## src/rtl/i2cs_pkg.sv

```systemverilog
package i2cs_pkg;
   localparam int CB_EN  = 15;
   localparam int CB_MST = 10;
   localparam int CB_TRX = 9;
   localparam int CB_RPT = 2;
   localparam int CB_STP = 1;
   localparam int CB_STT = 0;
   localparam logic [15:0] CTRL_KEEP = 16'hCF87;

   typedef enum logic [1:0] {
      OP_START = 2'd0,
      OP_SEND  = 2'd1,
      OP_RECV  = 2'd2,
      OP_STOP  = 2'd3
   } bus_op_e;

   typedef enum logic [2:0] {
      S_IDLE,
      S_START,
      S_SEND,
      S_RECV,
      S_STOP
   } seq_st_e;
endpackage

```

## src/rtl/i2cs_fifo.sv

```systemverilog
module i2cs_fifo #(
   parameter int W     = 8,
   parameter int DEPTH = 4
) (
   input  logic         clk,
   input  logic         rst_n,
   input  logic         flush,
   input  logic         push,
   input  logic [W-1:0] din,
   input  logic         pop,
   output logic [W-1:0] dout,
   output logic         empty,
   output logic         full
);
   localparam int LW = $clog2(DEPTH + 1);
   localparam logic [LW-1:0] LVL_MAX = LW'(DEPTH);

   logic [LW-1:0] level_q;
   logic          do_push, do_pop;

   initial begin
      if (DEPTH < 1) $fatal(1, "i2cs_fifo: DEPTH must be at least 1");
      if (W < 1)     $fatal(1, "i2cs_fifo: W must be at least 1");
   end

   assign empty   = (level_q == '0);
   assign full    = (level_q == LVL_MAX);
   assign do_pop  = pop && !empty;
   assign do_push = push && (!full || do_pop);

   always_ff @(posedge clk) begin
      if (!rst_n || flush)
         level_q <= '0;
      else if (do_push && !do_pop)
         level_q <= level_q + LW'(1);
      else if (do_pop && !do_push)
         level_q <= level_q - LW'(1);
   end

   generate
      if (DEPTH == 1) begin : g_single
         logic [W-1:0] hold_q;
         always_ff @(posedge clk) begin
            if (!rst_n)
               hold_q <= '0;
            else if (do_push)
               hold_q <= din;
         end
         assign dout = hold_q;
      end else begin : g_ring
         localparam int PW = $clog2(DEPTH);
         localparam logic [PW-1:0] PTR_LAST = PW'(DEPTH - 1);
         logic [W-1:0]  mem_q [DEPTH];
         logic [PW-1:0] wr_q, rd_q;
         always_ff @(posedge clk) begin
            if (!rst_n || flush) begin
               wr_q <= '0;
               rd_q <= '0;
            end else begin
               if (do_push) wr_q <= (wr_q == PTR_LAST) ? '0 : wr_q + PW'(1);
               if (do_pop)  rd_q <= (rd_q == PTR_LAST) ? '0 : rd_q + PW'(1);
            end
         end
         always_ff @(posedge clk) begin
            if (do_push) mem_q[wr_q] <= din;
         end
         assign dout = empty ? '0 : mem_q[rd_q];
      end
   endgenerate

   AST_FIFO_LEVEL_BOUND: assert property (@(posedge clk) disable iff (!rst_n)
      level_q <= LVL_MAX);
endmodule

```

## src/rtl/i2cs_counter.sv

```systemverilog
module i2cs_counter #(
   parameter int CNT_W = 16
) (
   input  logic             clk,
   input  logic             rst_n,
   input  logic             prog_wr,
   input  logic [CNT_W-1:0] prog_val,
   input  logic             load,
   input  logic             dec,
   output logic [CNT_W-1:0] cnt_q,
   output logic             zero
);
   logic [CNT_W-1:0] prog_q;

   initial begin
      if (CNT_W < 1) $fatal(1, "i2cs_counter: CNT_W must be at least 1");
   end

   always_ff @(posedge clk) begin
      if (!rst_n)
         prog_q <= '0;
      else if (prog_wr)
         prog_q <= prog_val;
   end

   always_ff @(posedge clk) begin
      if (!rst_n)
         cnt_q <= '0;
      else if (load)
         cnt_q <= prog_q;
      else if (dec)
         cnt_q <= cnt_q - CNT_W'(1);
   end

   assign zero = (cnt_q == '0);

   AST_CNT_NO_UNDERFLOW: assert property (@(posedge clk) disable iff (!rst_n)
      (dec && !load) |-> (cnt_q != '0));
endmodule

```

## src/rtl/i2cs_seq_fsm.sv

```systemverilog
module i2cs_seq_fsm
   import i2cs_pkg::*;
(
   input  logic        clk,
   input  logic        rst_n,
   input  logic        ctl_wr,
   input  logic [15:0] ctl_wdata,
   input  logic        cnt_zero,
   input  logic        tx_empty,
   input  logic        rx_full,
   input  logic        eng_done,
   input  logic        eng_ack,
   output logic [15:0] ctrl_q,
   output logic        cmd_valid,
   output logic [1:0]  cmd_op,
   output logic        cnt_load,
   output logic        cnt_dec,
   output logic        tx_pop,
   output logic        rx_push,
   output logic        flush,
   output logic        nack_q,
   output logic        ardy_q,
   output logic        busy_q
);
   seq_st_e     state_q, state_n;
   logic [15:0] ctrl_n;
   logic        nack_n, ardy_n, busy_n;
   logic        en, rpt, trx, stp;

   assign en  = ctrl_q[CB_EN];
   assign rpt = ctrl_q[CB_RPT];
   assign trx = ctrl_q[CB_TRX];
   assign stp = ctrl_q[CB_STP];

   assign flush = ctl_wr && !ctl_wdata[CB_EN];

   always_comb begin
      state_n  = state_q;
      ctrl_n   = ctrl_q;
      nack_n   = nack_q;
      ardy_n   = ardy_q;
      busy_n   = busy_q;
      cnt_load = 1'b0;
      cnt_dec  = 1'b0;
      tx_pop   = 1'b0;
      rx_push  = 1'b0;
      if (!en) begin
         state_n = S_IDLE;
         busy_n  = 1'b0;
      end else begin
         unique case (state_q)
            S_IDLE: begin
               if (ctrl_q[CB_STT]) begin
                  state_n = S_START;
               end else if (busy_q) begin
                  if (rpt) begin
                     if (stp)                              state_n = S_STOP;
                     else if (trx && !nack_q && !tx_empty) state_n = S_SEND;
                     else if (!trx && !rx_full)            state_n = S_RECV;
                  end else begin
                     if (cnt_zero && ctrl_q[CB_MST]) begin
                        ardy_n         = 1'b1;
                        ctrl_n[CB_MST] = 1'b0;
                     end
                     if ((cnt_zero || nack_q) && stp)
                        state_n = S_STOP;
                     else if (!cnt_zero && trx && !nack_q && !tx_empty)
                        state_n = S_SEND;
                     else if (!cnt_zero && !trx && !rx_full)
                        state_n = S_RECV;
                  end
               end
            end
            S_START: if (eng_done) begin
               ctrl_n[CB_STT] = 1'b0;
               state_n        = S_IDLE;
               if (eng_ack) begin
                  busy_n = 1'b1;
               end else begin
                  nack_n         = 1'b1;
                  busy_n         = 1'b0;
                  ctrl_n[CB_STP] = 1'b0;
               end
            end
            S_SEND: if (eng_done) begin
               tx_pop  = 1'b1;
               cnt_dec = !rpt && !cnt_zero;
               if (!eng_ack) nack_n = 1'b1;
               state_n = S_IDLE;
            end
            S_RECV: if (eng_done) begin
               rx_push = 1'b1;
               cnt_dec = !rpt && !cnt_zero;
               state_n = S_IDLE;
            end
            S_STOP: if (eng_done) begin
               busy_n         = 1'b0;
               ctrl_n[CB_STP] = 1'b0;
               cnt_load       = 1'b1;
               state_n        = S_IDLE;
            end
            default: state_n = S_IDLE;
         endcase
      end
      if (ctl_wr) begin
         ctrl_n = ctl_wdata & CTRL_KEEP;
         if (ctl_wdata[CB_EN] && ctl_wdata[CB_STT]) begin
            cnt_load = 1'b1;
            nack_n   = 1'b0;
            ardy_n   = 1'b0;
         end
      end
   end

   always_ff @(posedge clk) begin
      if (!rst_n) begin
         state_q <= S_IDLE;
         ctrl_q  <= '0;
         nack_q  <= 1'b0;
         ardy_q  <= 1'b0;
         busy_q  <= 1'b0;
      end else begin
         state_q <= state_n;
         ctrl_q  <= ctrl_n;
         nack_q  <= nack_n;
         ardy_q  <= ardy_n;
         busy_q  <= busy_n;
      end
   end

   assign cmd_valid = en && (state_q != S_IDLE);
   always_comb begin
      unique case (state_q)
         S_SEND:  cmd_op = OP_SEND;
         S_RECV:  cmd_op = OP_RECV;
         S_STOP:  cmd_op = OP_STOP;
         default: cmd_op = OP_START;
      endcase
   end

   AST_NO_SEND_AFTER_NACK: assert property (@(posedge clk) disable iff (!rst_n)
      nack_q |-> (state_q != S_SEND));
   AST_IDLE_WHEN_OFF: assert property (@(posedge clk) disable iff (!rst_n)
      !en |=> (state_q == S_IDLE) && !busy_q);
   AST_STT_SELF_CLEAR: assert property (@(posedge clk) disable iff (!rst_n)
      (en && state_q == S_START && eng_done && !ctl_wr) |=> !ctrl_q[CB_STT]);
   AST_ARDY_AT_ZERO: assert property (@(posedge clk) disable iff (!rst_n)
      $rose(ardy_q) |-> $past(cnt_zero));
   AST_DATA_NEEDS_BUS: assert property (@(posedge clk) disable iff (!rst_n)
      (state_q == S_SEND || state_q == S_RECV) |-> busy_q);
endmodule

```

## src/rtl/i2c_xfer_seq.sv

```systemverilog
module i2c_xfer_seq
   import i2cs_pkg::*;
#(
   parameter int CNT_W    = 16,
   parameter int ADDR_W   = 7,
   parameter int DATA_W   = 8,
   parameter int TX_DEPTH = 4,
   parameter int RX_DEPTH = 4
) (
   input  logic              clk,
   input  logic              rst_n,
   input  logic              ctl_wr,
   input  logic [15:0]       ctl_wdata,
   input  logic              cnt_wr,
   input  logic [CNT_W-1:0]  cnt_wdata,
   input  logic [ADDR_W-1:0] tgt_addr,
   input  logic              tx_push,
   input  logic [DATA_W-1:0] tx_byte,
   input  logic              rx_pop,
   output logic [DATA_W-1:0] rx_byte,
   output logic [15:0]       ctrl_q,
   output logic [CNT_W-1:0]  work_cnt,
   output logic              nack_flag,
   output logic              ardy_flag,
   output logic              xrdy,
   output logic              rrdy,
   output logic              bus_busy,
   output logic              cmd_valid,
   output logic [1:0]        cmd_op,
   output logic [ADDR_W-1:0] cmd_addr,
   output logic              cmd_rnw,
   output logic [DATA_W-1:0] cmd_data,
   input  logic              eng_done,
   input  logic              eng_ack,
   input  logic [DATA_W-1:0] eng_rdata
);
   initial begin
      if (ADDR_W != 7) $fatal(1, "i2c_xfer_seq: only 7-bit addressing is built");
      if (DATA_W != 8) $fatal(1, "i2c_xfer_seq: bytes are 8 bits");
   end

   logic cnt_zero, cnt_load, cnt_dec;
   logic tx_pop, tx_empty, tx_full;
   logic rx_push, rx_empty, rx_full;
   logic flush;

   i2cs_seq_fsm u_fsm (
      .clk       (clk),
      .rst_n     (rst_n),
      .ctl_wr    (ctl_wr),
      .ctl_wdata (ctl_wdata),
      .cnt_zero  (cnt_zero),
      .tx_empty  (tx_empty),
      .rx_full   (rx_full),
      .eng_done  (eng_done),
      .eng_ack   (eng_ack),
      .ctrl_q    (ctrl_q),
      .cmd_valid (cmd_valid),
      .cmd_op    (cmd_op),
      .cnt_load  (cnt_load),
      .cnt_dec   (cnt_dec),
      .tx_pop    (tx_pop),
      .rx_push   (rx_push),
      .flush     (flush),
      .nack_q    (nack_flag),
      .ardy_q    (ardy_flag),
      .busy_q    (bus_busy)
   );

   i2cs_counter #(.CNT_W(CNT_W)) u_cnt (
      .clk      (clk),
      .rst_n    (rst_n),
      .prog_wr  (cnt_wr),
      .prog_val (cnt_wdata),
      .load     (cnt_load),
      .dec      (cnt_dec),
      .cnt_q    (work_cnt),
      .zero     (cnt_zero)
   );

   i2cs_fifo #(.W(DATA_W), .DEPTH(TX_DEPTH)) u_txq (
      .clk   (clk),
      .rst_n (rst_n),
      .flush (flush),
      .push  (tx_push),
      .din   (tx_byte),
      .pop   (tx_pop),
      .dout  (cmd_data),
      .empty (tx_empty),
      .full  (tx_full)
   );

   i2cs_fifo #(.W(DATA_W), .DEPTH(RX_DEPTH)) u_rxq (
      .clk   (clk),
      .rst_n (rst_n),
      .flush (flush),
      .push  (rx_push),
      .din   (eng_rdata),
      .pop   (rx_pop),
      .dout  (rx_byte),
      .empty (rx_empty),
      .full  (rx_full)
   );

   assign cmd_addr = tgt_addr;
   assign cmd_rnw  = !ctrl_q[CB_TRX];
   assign rrdy     = !rx_empty;
   assign xrdy     = ctrl_q[CB_EN] && bus_busy && ctrl_q[CB_TRX] && !nack_flag &&
                     (ctrl_q[CB_RPT] || !cnt_zero) && !tx_full;

   AST_RX_ONLY_WITH_ROOM: assert property (@(posedge clk) disable iff (!rst_n)
      (cmd_valid && cmd_op == OP_RECV) |-> !rx_full);
   AST_SEND_HAS_BYTE: assert property (@(posedge clk) disable iff (!rst_n)
      (cmd_valid && cmd_op == OP_SEND) |-> !tx_empty);
endmodule

```

## config.mk

```make
export PLATFORM = sky130hd
export DESIGN_NAME = i2c_xfer_seq
export DESIGN_NICKNAME = d
export VERILOG_FILES = /design/src/rtl/i2cs_pkg.sv /design/src/rtl/i2cs_fifo.sv /design/src/rtl/i2cs_counter.sv /design/src/rtl/i2cs_seq_fsm.sv /design/src/rtl/i2c_xfer_seq.sv
export SDC_FILE = /design/constraint.sdc
export NUM_CORES = 1
export LEC_CHECK = 0
export ABC_CLOCK_PERIOD_IN_PS = 3800
export BUFFER_PORTS_ARGS = -buffer_cell sky130_fd_sc_hd__buf_2
export CAP_MARGIN = 40
export CORE_MARGIN = 2
export CORE_UTILIZATION = 30
export CTS_CLUSTER_DIAMETER = 50
export DETAILED_ROUTE_END_ITERATION = 10
export GPL_ROUTABILITY_DRIVEN = 0
export SLEW_MARGIN = 20
export SYNTH_ARGS = -nofsm -noshare
export SYNTH_HDL_FRONTEND = slang
export SYNTH_HIERARCHICAL = 1
export SYNTH_SLANG_ARGS = --single-unit
```

## constraint.sdc

```tcl
create_clock -name clk -period 3.8 [get_ports clk]
set_input_delay 0.19 -clock clk [delete_from_list [all_inputs] [get_ports clk]]
set_output_delay 0.19 -clock clk [all_outputs]
set_load 0.005 [all_outputs]
```

==> results.json, run 1 <==
{
  "status": "complete, no violations",
  "rsz0062_at_grt": "no",
  "holdPathEnd": "u_txq/g_ring.mem_q[1][4]",
  "drc": 0,
  "cts_sinks": 130,
  "max_clock_freq_ghz": 0.341,
  "core_area_sq_mm": 0.0195,
  "hold_start": "tx_byte[4]",
  "worstSetupEndpointType": "flop",
  "grt_pass1_wl_mm": 21.2,
  "synthToLayoutAreaGrowth_pct": 22.8,
  "die_w_microns": 145,
  "grt_max_degree": 54,
  "layout.nets": 683,
  "worstPathMaxFanout": 13,
  "antenna_found_initial": 1,
  "die_height_microns": 145,
  "setup_viol": 0,
  "min_period_over_period_pct": 77.3,
  "power_leakage_nw": 2.82,
  "vias": 4111,
  "grt_pass1_vias": 4253,
  "dpl_cell_area_sq_mm": 0.00664,
  "postLayoutCellArea_sq_mm": 0.00733,
  "synth-main-ff-cell": "dfxtp_1",
  "cts-buffers-inserted": 17,
  "ant_nets": 0,
  "whs_path_depth": 1,
  "initial_utilization_pct": 30.7,
  "reg2reg_to": "u_txq/level_q[2]",
  "async_reset_ff_share_pct": 0,
  "skew_ns": 0.00907,
  "yosysWarnings": 6,
  "cp.arrival_ns": 3.27,
  "min_path_type": "primary input to flop",
  "routed_via_density": 4.66,
  "clockBufferDepth": 2,
  "postSynthRegisterBits": 130,
  "fin_ws_ns": 0.863,
  "syn_avg_cell_area_sq_um": 12.0,
  "synthDistinctLibCells": 55,
  "dp_hpwl_mm": 9.09,
  "grtUsageTotal_pct": 12.5,
  "worst_pin_slew_ns": 0.681,
  "cp_slowest_cell": "dfxtp_1",
  "first_iter_violations": 161,
  "synth_edf_count": 64,
  "clkTransAtPathRegs_ns": 0.06,
  "worst-r2r-setup-slack_ns": 0.86,
  "worst_r2r_startpoint": "u_fsm/ctrl_q[15]",
  "io_pins": 127,
  "cts-root-buf": "clkbuf_16",
  "maxCapViolCount": 0,
  "hold_viol_final": 0,
  "cp-start-kind": "flop",
  "seq_area_frac_synth_pct": 54.3,
  "post_cts_buffers": 0,
  "power_density_mw_per_mm2": 448,
  "finalWirelength_mm": 12.8,
  "dieArea_sq_mm": 0.0210,
  "slew_viol_final": 0,
  "r2r_cells": 12,
  "cp_slowest_stage_delay_ns": 0.58,
  "num_antenna_cells": 0,
  "rows": 51,
  "clk_latency_ns": 0.41,
  "cp_cell_sequence": "nand2_1 > nor2_1 > nand2_1 > nor2_1 > nor4b_2 > nor2_2 > ha_1 > inv_1 > fa_1 > xor2_1 > or3_1 > a21oi_1",
  "worstSetupPathType": "flop to flop",
  "cp_data_required_time_ns": 4.13,
  "port_buffers": 100,
  "synth_cells": 499,
  "htreeDepth": 4,
  "fin_crit_ns": 2.94,
  "ir_drop_v": 0.000277,
  "layout-drive-gt1-share_pct": 26.9,
  "drtPass1Iterations": 4,
  "wire_per_inst_microns": 14.5,
  "place_ws_ns": 0.884,
  "tritoncts": "yes",
  "syn_area_sq_mm": 0.00597,
  "grt_overflow": 0,
  "tns_ns": 0,
  "slew-limit-headroom_pct": 54.3
}
where the power goes:
group,internal (W),switching [W],total (W)
Sequential,0.00151,0.0000368,0.00155
Combinational,0.000132,0.000143,0.000275
Clock,0.000883,0.000574,0.00146
Total,0.00253,0.000754,0.00328
metal layers:
| metal | track usage (%) | up-vias | part of all wire (%) |
|---|---|---|---|
| li1 | - | 1993 | - |
| met3 | 4.75 | 24 | 6.4 |
| met2 | 21.5 | 95 | 50 |
| met4 | 4.70 | 2 | 1.5 |
| met5 | 0 | - | 0.086 |
| met1 | 14.1 | 1997 | 42 |
synth_stat cells, types with 2 or more instances:
cell / instances / share of area [%]
nor2b_1: 49 / 5.1
nor3b_1: 4 / 0.50
mux4_2: 16 / 6.0
o31ai_2: 2 / 0.42
xor2_1: 8 / 1.2
nand3_1: 8 / 0.67
fa_1: 2 / 0.67
and2_1: 11 / 1.2
nor4_2: 3 / 0.63
nand4b_1: 2 / 0.29
nor2_1: 23 / 1.4
nor3_1: 6 / 0.50
o21ai_0: 21 / 1.8
ha_1: 13 / 2.7
or4_1: 4 / 0.50
nor2_2: 2 / 0.21
o311a_1: 2 / 0.34
a31oi_1: 2 / 0.21
or3b_1: 2 / 0.29
nor4_1: 2 / 0.21
nor3_2: 4 / 0.67
a21oi_1: 20 / 1.7
nor4b_2: 2 / 0.50
dfxtp_1: 66 / 22
inv_1: 17 / 1.1
mux2i_1: 31 / 5.2
buf_4: 16 / 2.0
nand2_1: 25 / 1.6
o31ai_1: 2 / 0.25
or3_1: 7 / 0.73
o31a_1: 2 / 0.29
nand4_1: 5 / 0.52
buf_2: 5 / 0.42
nand2b_1: 5 / 0.52
or2_2: 2 / 0.21
xnor2_1: 10 / 1.5
edfxtp_1: 64 / 32
o21ai_1: 4 / 0.34
clkbuf_1: 14 / 0.88
logic make-up after synthesis:
kind of cell / Yosys count / synth area share, %
flip-flops: 130 / 54.3
multiplexers: 47 / 11.2
adder cells (fa/ha/maj): 15 / 3.40
buffers and inverters: 52 / 4.38
AND/OR/NAND/NOR: 173 / 17.5
XOR/XNOR: 18 / 2.64
AO/OA/AOI/OAI: 63 / 6.44
other: 1 / 0.0628
sequential cells by signal, summed over array words and instances (netlist names), 3 cells and up, named ones only:
name / count
u_rxq/level_q: 3
u_cnt/cnt_q: 16
u_rxq/g_ring.mem_q: 32
u_txq/g_ring.mem_q: 32
u_cnt/prog_q: 16
u_fsm/ctrl_q: 10
u_fsm/state_q: 3
u_txq/level_q: 3
through the flow:
stage          std cells  util (%)  power (W)  hold WS, ns
2_1_floorplan        504         -    0.00174        0.289
3_3_place_gp         837      34.1    0.00183        0.380
3_5_place_dp         837      34.1    0.00185        0.380
4_1_cts              881      37.5    0.00333      0.00123
5_1_grt              882      37.7    0.00343      0.00701
6_report             882      37.7    0.00328       0.0174
worst max path at each step:
stage,startpoint,to,slack (ns),depth (start not counted)
final,u_fsm/ctrl_q[15],u_txq/level_q[2],0.86,12
after global routing,u_fsm/ctrl_q[15],u_txq/level_q[2],0.65,12
after CTS,u_fsm/ctrl_q[15],u_txq/level_q[2],0.84,12
after detailed placement,u_fsm/ctrl_q[15],u_txq/level_q[2],0.88,12
after global placement,u_fsm/ctrl_q[15],u_txq/level_q[2],0.99,12
after floorplan,u_fsm/ctrl_q[15],u_txq/level_q[2],1.48,12
layout make-up:
| type | instances | area (sq um) |
|---|---|---|
| inverter | 17 | 63.8 |
| tap | 265 | 332 |
| clock buffer | 19 | 433 |
| clock inverter | 12 | 93.8 |
| timing repair buffer | 117 | 681 |
| fill | 1912 | 12100 |
| sequential | 130 | 3240 |
| multi-input combinational | 322 | 2480 |
worst max-delay path: cells and delay by family, from the launching register on:
kind	cells	cell delay, ns
AND/OR/NAND/NOR	7	1.32
adder cells (fa/ha/maj)	2	0.59
flip-flops	1	0.58
XOR/XNOR	1	0.15
AO/OA/AOI/OAI	1	0.15
buffers and inverters	1	0.06
repair_timing:
action,in CTS,in global routing
setup endpoints to repair,0,0
hold endpoints to repair,52,0
hold buffers,13,0
resized for setup,0,0
cells in the final DEF, fill, tap and decap left out, types with 3 or more instances in the layout:
cell type      synthesis  routed
nor3b_1                4       4
a21oi_1               20      20
mux2i_1               31      31
or3_1                  7       7
nand3_1                8       8
and2_1                11      11
xnor2_1               10      10
mux4_2                16      16
nand2_1               25      25
nor3_2                 4       4
nor2b_1               49      49
nor2_1                23      23
or4_1                  4       4
xor2_1                 8       8
nand2b_1               5       5
nor4_2                 3       3
buf_4                 16       3
clkbuf_16              0      17
edfxtp_1              64      64
nand4_1                5       5
inv_1                 17      17
nor3_1                 6       6
clkinv_2               0       5
conb_1                 1       6
buf_2                  5     100
clkinvlp_4             0       3
dlygate4sd3_1          0      13
dfxtp_1               66      66
ha_1                  13      13
o21ai_1                4       4
o21ai_0               21      21
Power figures use the tool's default switching activity.
==> run 2: changes to the inputs <==
--- a/config.mk
+++ b/config.mk
@@ -5,7 +5,7 @@
 export SDC_FILE = /design/constraint.sdc
 export NUM_CORES = 1
 export LEC_CHECK = 0
-export ABC_CLOCK_PERIOD_IN_PS = 3800
+export ABC_CLOCK_PERIOD_IN_PS = 2800
 export BUFFER_PORTS_ARGS = -buffer_cell sky130_fd_sc_hd__buf_2
 export CAP_MARGIN = 40
 export CORE_MARGIN = 2
==> constraint.sdc (replaced) <==
create_clock -name clk -period 2.8 [get_ports clk]
set_input_delay 0.14 -clock clk [delete_from_list [all_inputs] [get_ports clk]]
set_output_delay 0.14 -clock clk [all_outputs]
set_load 0.005 [all_outputs]
==> run 2 against run 1 <==
Compared with the run above: first-iteration DRC count is 9.3% lower; non-clock buffer count is 29 higher; sequential cell count stayed put.
==> results.json, run 2 (synthesis results as in run 1) <==
{
  "wire_per_inst_microns": 14.1,
  "layout-drive-gt1-share_pct": 26.9,
  "grtUsageMet3_pct": 5.53,
  "cp_data_required_time_ns": 2.66,
  "skew_ns": 0.00828,
  "cts-buffers-inserted": 17,
  "die_w_microns": 145,
  "rsz0062_at_grt": "no",
  "worst_pin_slew_ns": 0.647,
  "clockBufferDepth": 2,
  "cp_slowest_stage_delay_ns": 0.46,
  "grt.busiest_layer": "met2",
  "cp-start-kind": "flop",
  "io_pins": 127,
  "dp_hpwl_mm": 9.12,
  "min_period_over_period_pct": 89.5,
  "grtUsageTotal_pct": 12.7,
  "maxCapViolCount": 0,
  "crit_top_cell": "nor3_2",
  "cts-root-buf": "clkbuf_16",
  "status": "complete, no violations",
  "worstSetupPathType": "flop to output port",
  "layout.nets": 712,
  "cp.arrival_ns": 2.37,
  "tritoncts": "yes",
  "holdWs_ns": 0.00950,
  "rows": 51,
  "setup_viol": 0,
  "power_leakage_nw": 2.97,
  "htreeDepth": 4,
  "power_density_mw_per_mm2": 615,
  "max_clock_freq_ghz": 0.399,
  "antenna_found_initial": 1,
  "post_cts_buffers": 0,
  "slew-limit-headroom_pct": 56.7,
  "first_iter_violations": 146,
  "hold_viol_final": 0,
  "reg_top3": "u_rxq/g_ring.mem_q (32), u_txq/g_ring.mem_q (32)",
  "clk_latency_ns": 0.41,
  "routed_via_density": 4.53,
  "grt_use_met1_pct": 14.5,
  "cp_cell_sequence": "nor3_2 > nand4_2 > nor4_1 > buf_4 > nor2b_1 > nor3_2 > buf_2",
  "fin_crit_ns": 2.51,
  "grt_util_met2_pct": 21.2,
  "worstPathMaxFanout": 6,
  "dieArea_sq_mm": 0.0210,
  "grt_pass1_wl_mm": 21.2,
  "min_path_type": "primary input to flop",
  "die_height_microns": 145,
  "vias": 4134,
  "grt_pass1_vias": 4263,
  "finalWirelength_mm": 12.9,
  "grt_overflow": 0,
  "ir_drop_v": 0.000445,
  "port_buffers": 100,
  "layout_commonest_cell": "buf_2",
  "slew_viol_final": 0,
  "worstSetupEndpointType": "output port",
  "grt_max_degree": 29,
  "ant_nets": 0,
  "tns_ns": 0,
  "num_antenna_cells": 0,
  "cp_slowest_cell": "nor4_1",
  "core_area_sq_mm": 0.0195,
  "initial_utilization_pct": 30.7,
  "clkTransAtPathRegs_ns": 0.06,
  "synthToLayoutAreaGrowth_pct": 28.2,
  "drc": 0,
  "drtPass1Iterations": 4,
  "layout_common_cells": "buf_2 (100), dfxtp_1 (66), edfxtp_1 (64)",
  "cts_sinks": 130
}
==> run 2: cell count changes in the layout (fill, tap and decap cells not counted), sizes merged <==
| cell | delta |
|---|---|
| buf | +5 |
| bufinv | +2 |
| clkbuf | -2 |
| dlygate4sd3 | +24 |
| inv | +1 |
==> run 2: through the flow <==
| step | worst slack [ns] | instance area (sq um) | power [W] | cells | util (%) |
|---|---|---|---|---|---|
| floorplan | 0.482 | 5990 | 0.00236 | 504 | - |
| global placement | 0.389 | 6690 | 0.00249 | 843 | 34.4 |
| detailed placement | 0.311 | 6690 | 0.00251 | 843 | 34.4 |
| CTS | 0.264 | 7650 | 0.00477 | 912 | 39.3 |
| global route | 0.0130 | 7650 | 0.00492 | 912 | 39.3 |
| finish | 0.293 | 7650 | 0.00471 | 912 | 39.3 |
==> run 2: metal layers <==
layer | share of wire [%] | wire length [microns]
met1 | 43 | 5530
met2 | 50 | 6370
met3 | 6.3 | 808
met4 | 1.1 | 136
met5 | 0.10 | 13
==> run 2: worst paths after layout <==
check	slack, ns	endpoint	start	depth (start not counted)
hold / removal	0.009	u_cnt/prog_q[5]	cnt_wdata[5]	3
setup / recovery	0.29	xrdy	u_cnt/cnt_q[2]	7
hold reg to reg	0.47	u_fsm/ardy_q	u_fsm/ardy_q	2
setup reg to reg	0.30	u_txq/level_q[2]	u_fsm/ctrl_q[15]	12
==> run 2: area by class of cell <==
type,instances,area (sq um)
Clock buffer,17,425
Fill cell,1875,11800
Clock inverter,15,166
Multi-Input combinational cell,322,2480
Inverter,17,63.8
Tap cell,265,332
Sequential cell,130,3240
Timing Repair Buffer,146,938
==> run 2: worst max-delay path: cells and delay by family, from the launching register on <==
kind                   cells  cell delay, ns
buffers and inverters      2            0.37
flip-flops                 1            0.37
AND/OR/NAND/NOR            5            1.22
==> run 2: power by group <==
group	switching (W)	leakage [nW]	internal [W]
sequential	0.0000468	1.12	0.00205
clock	0.000813	0.284	0.00139
combinational	0.000201	1.57	0.000200
total	0.00106	2.97	0.00364
==> run 2: repair_timing <==
item / CTS / global route
endpoints found under the hold margin: 85 / 0
resized for setup: 0 / 0
hold buffers: 37 / 0
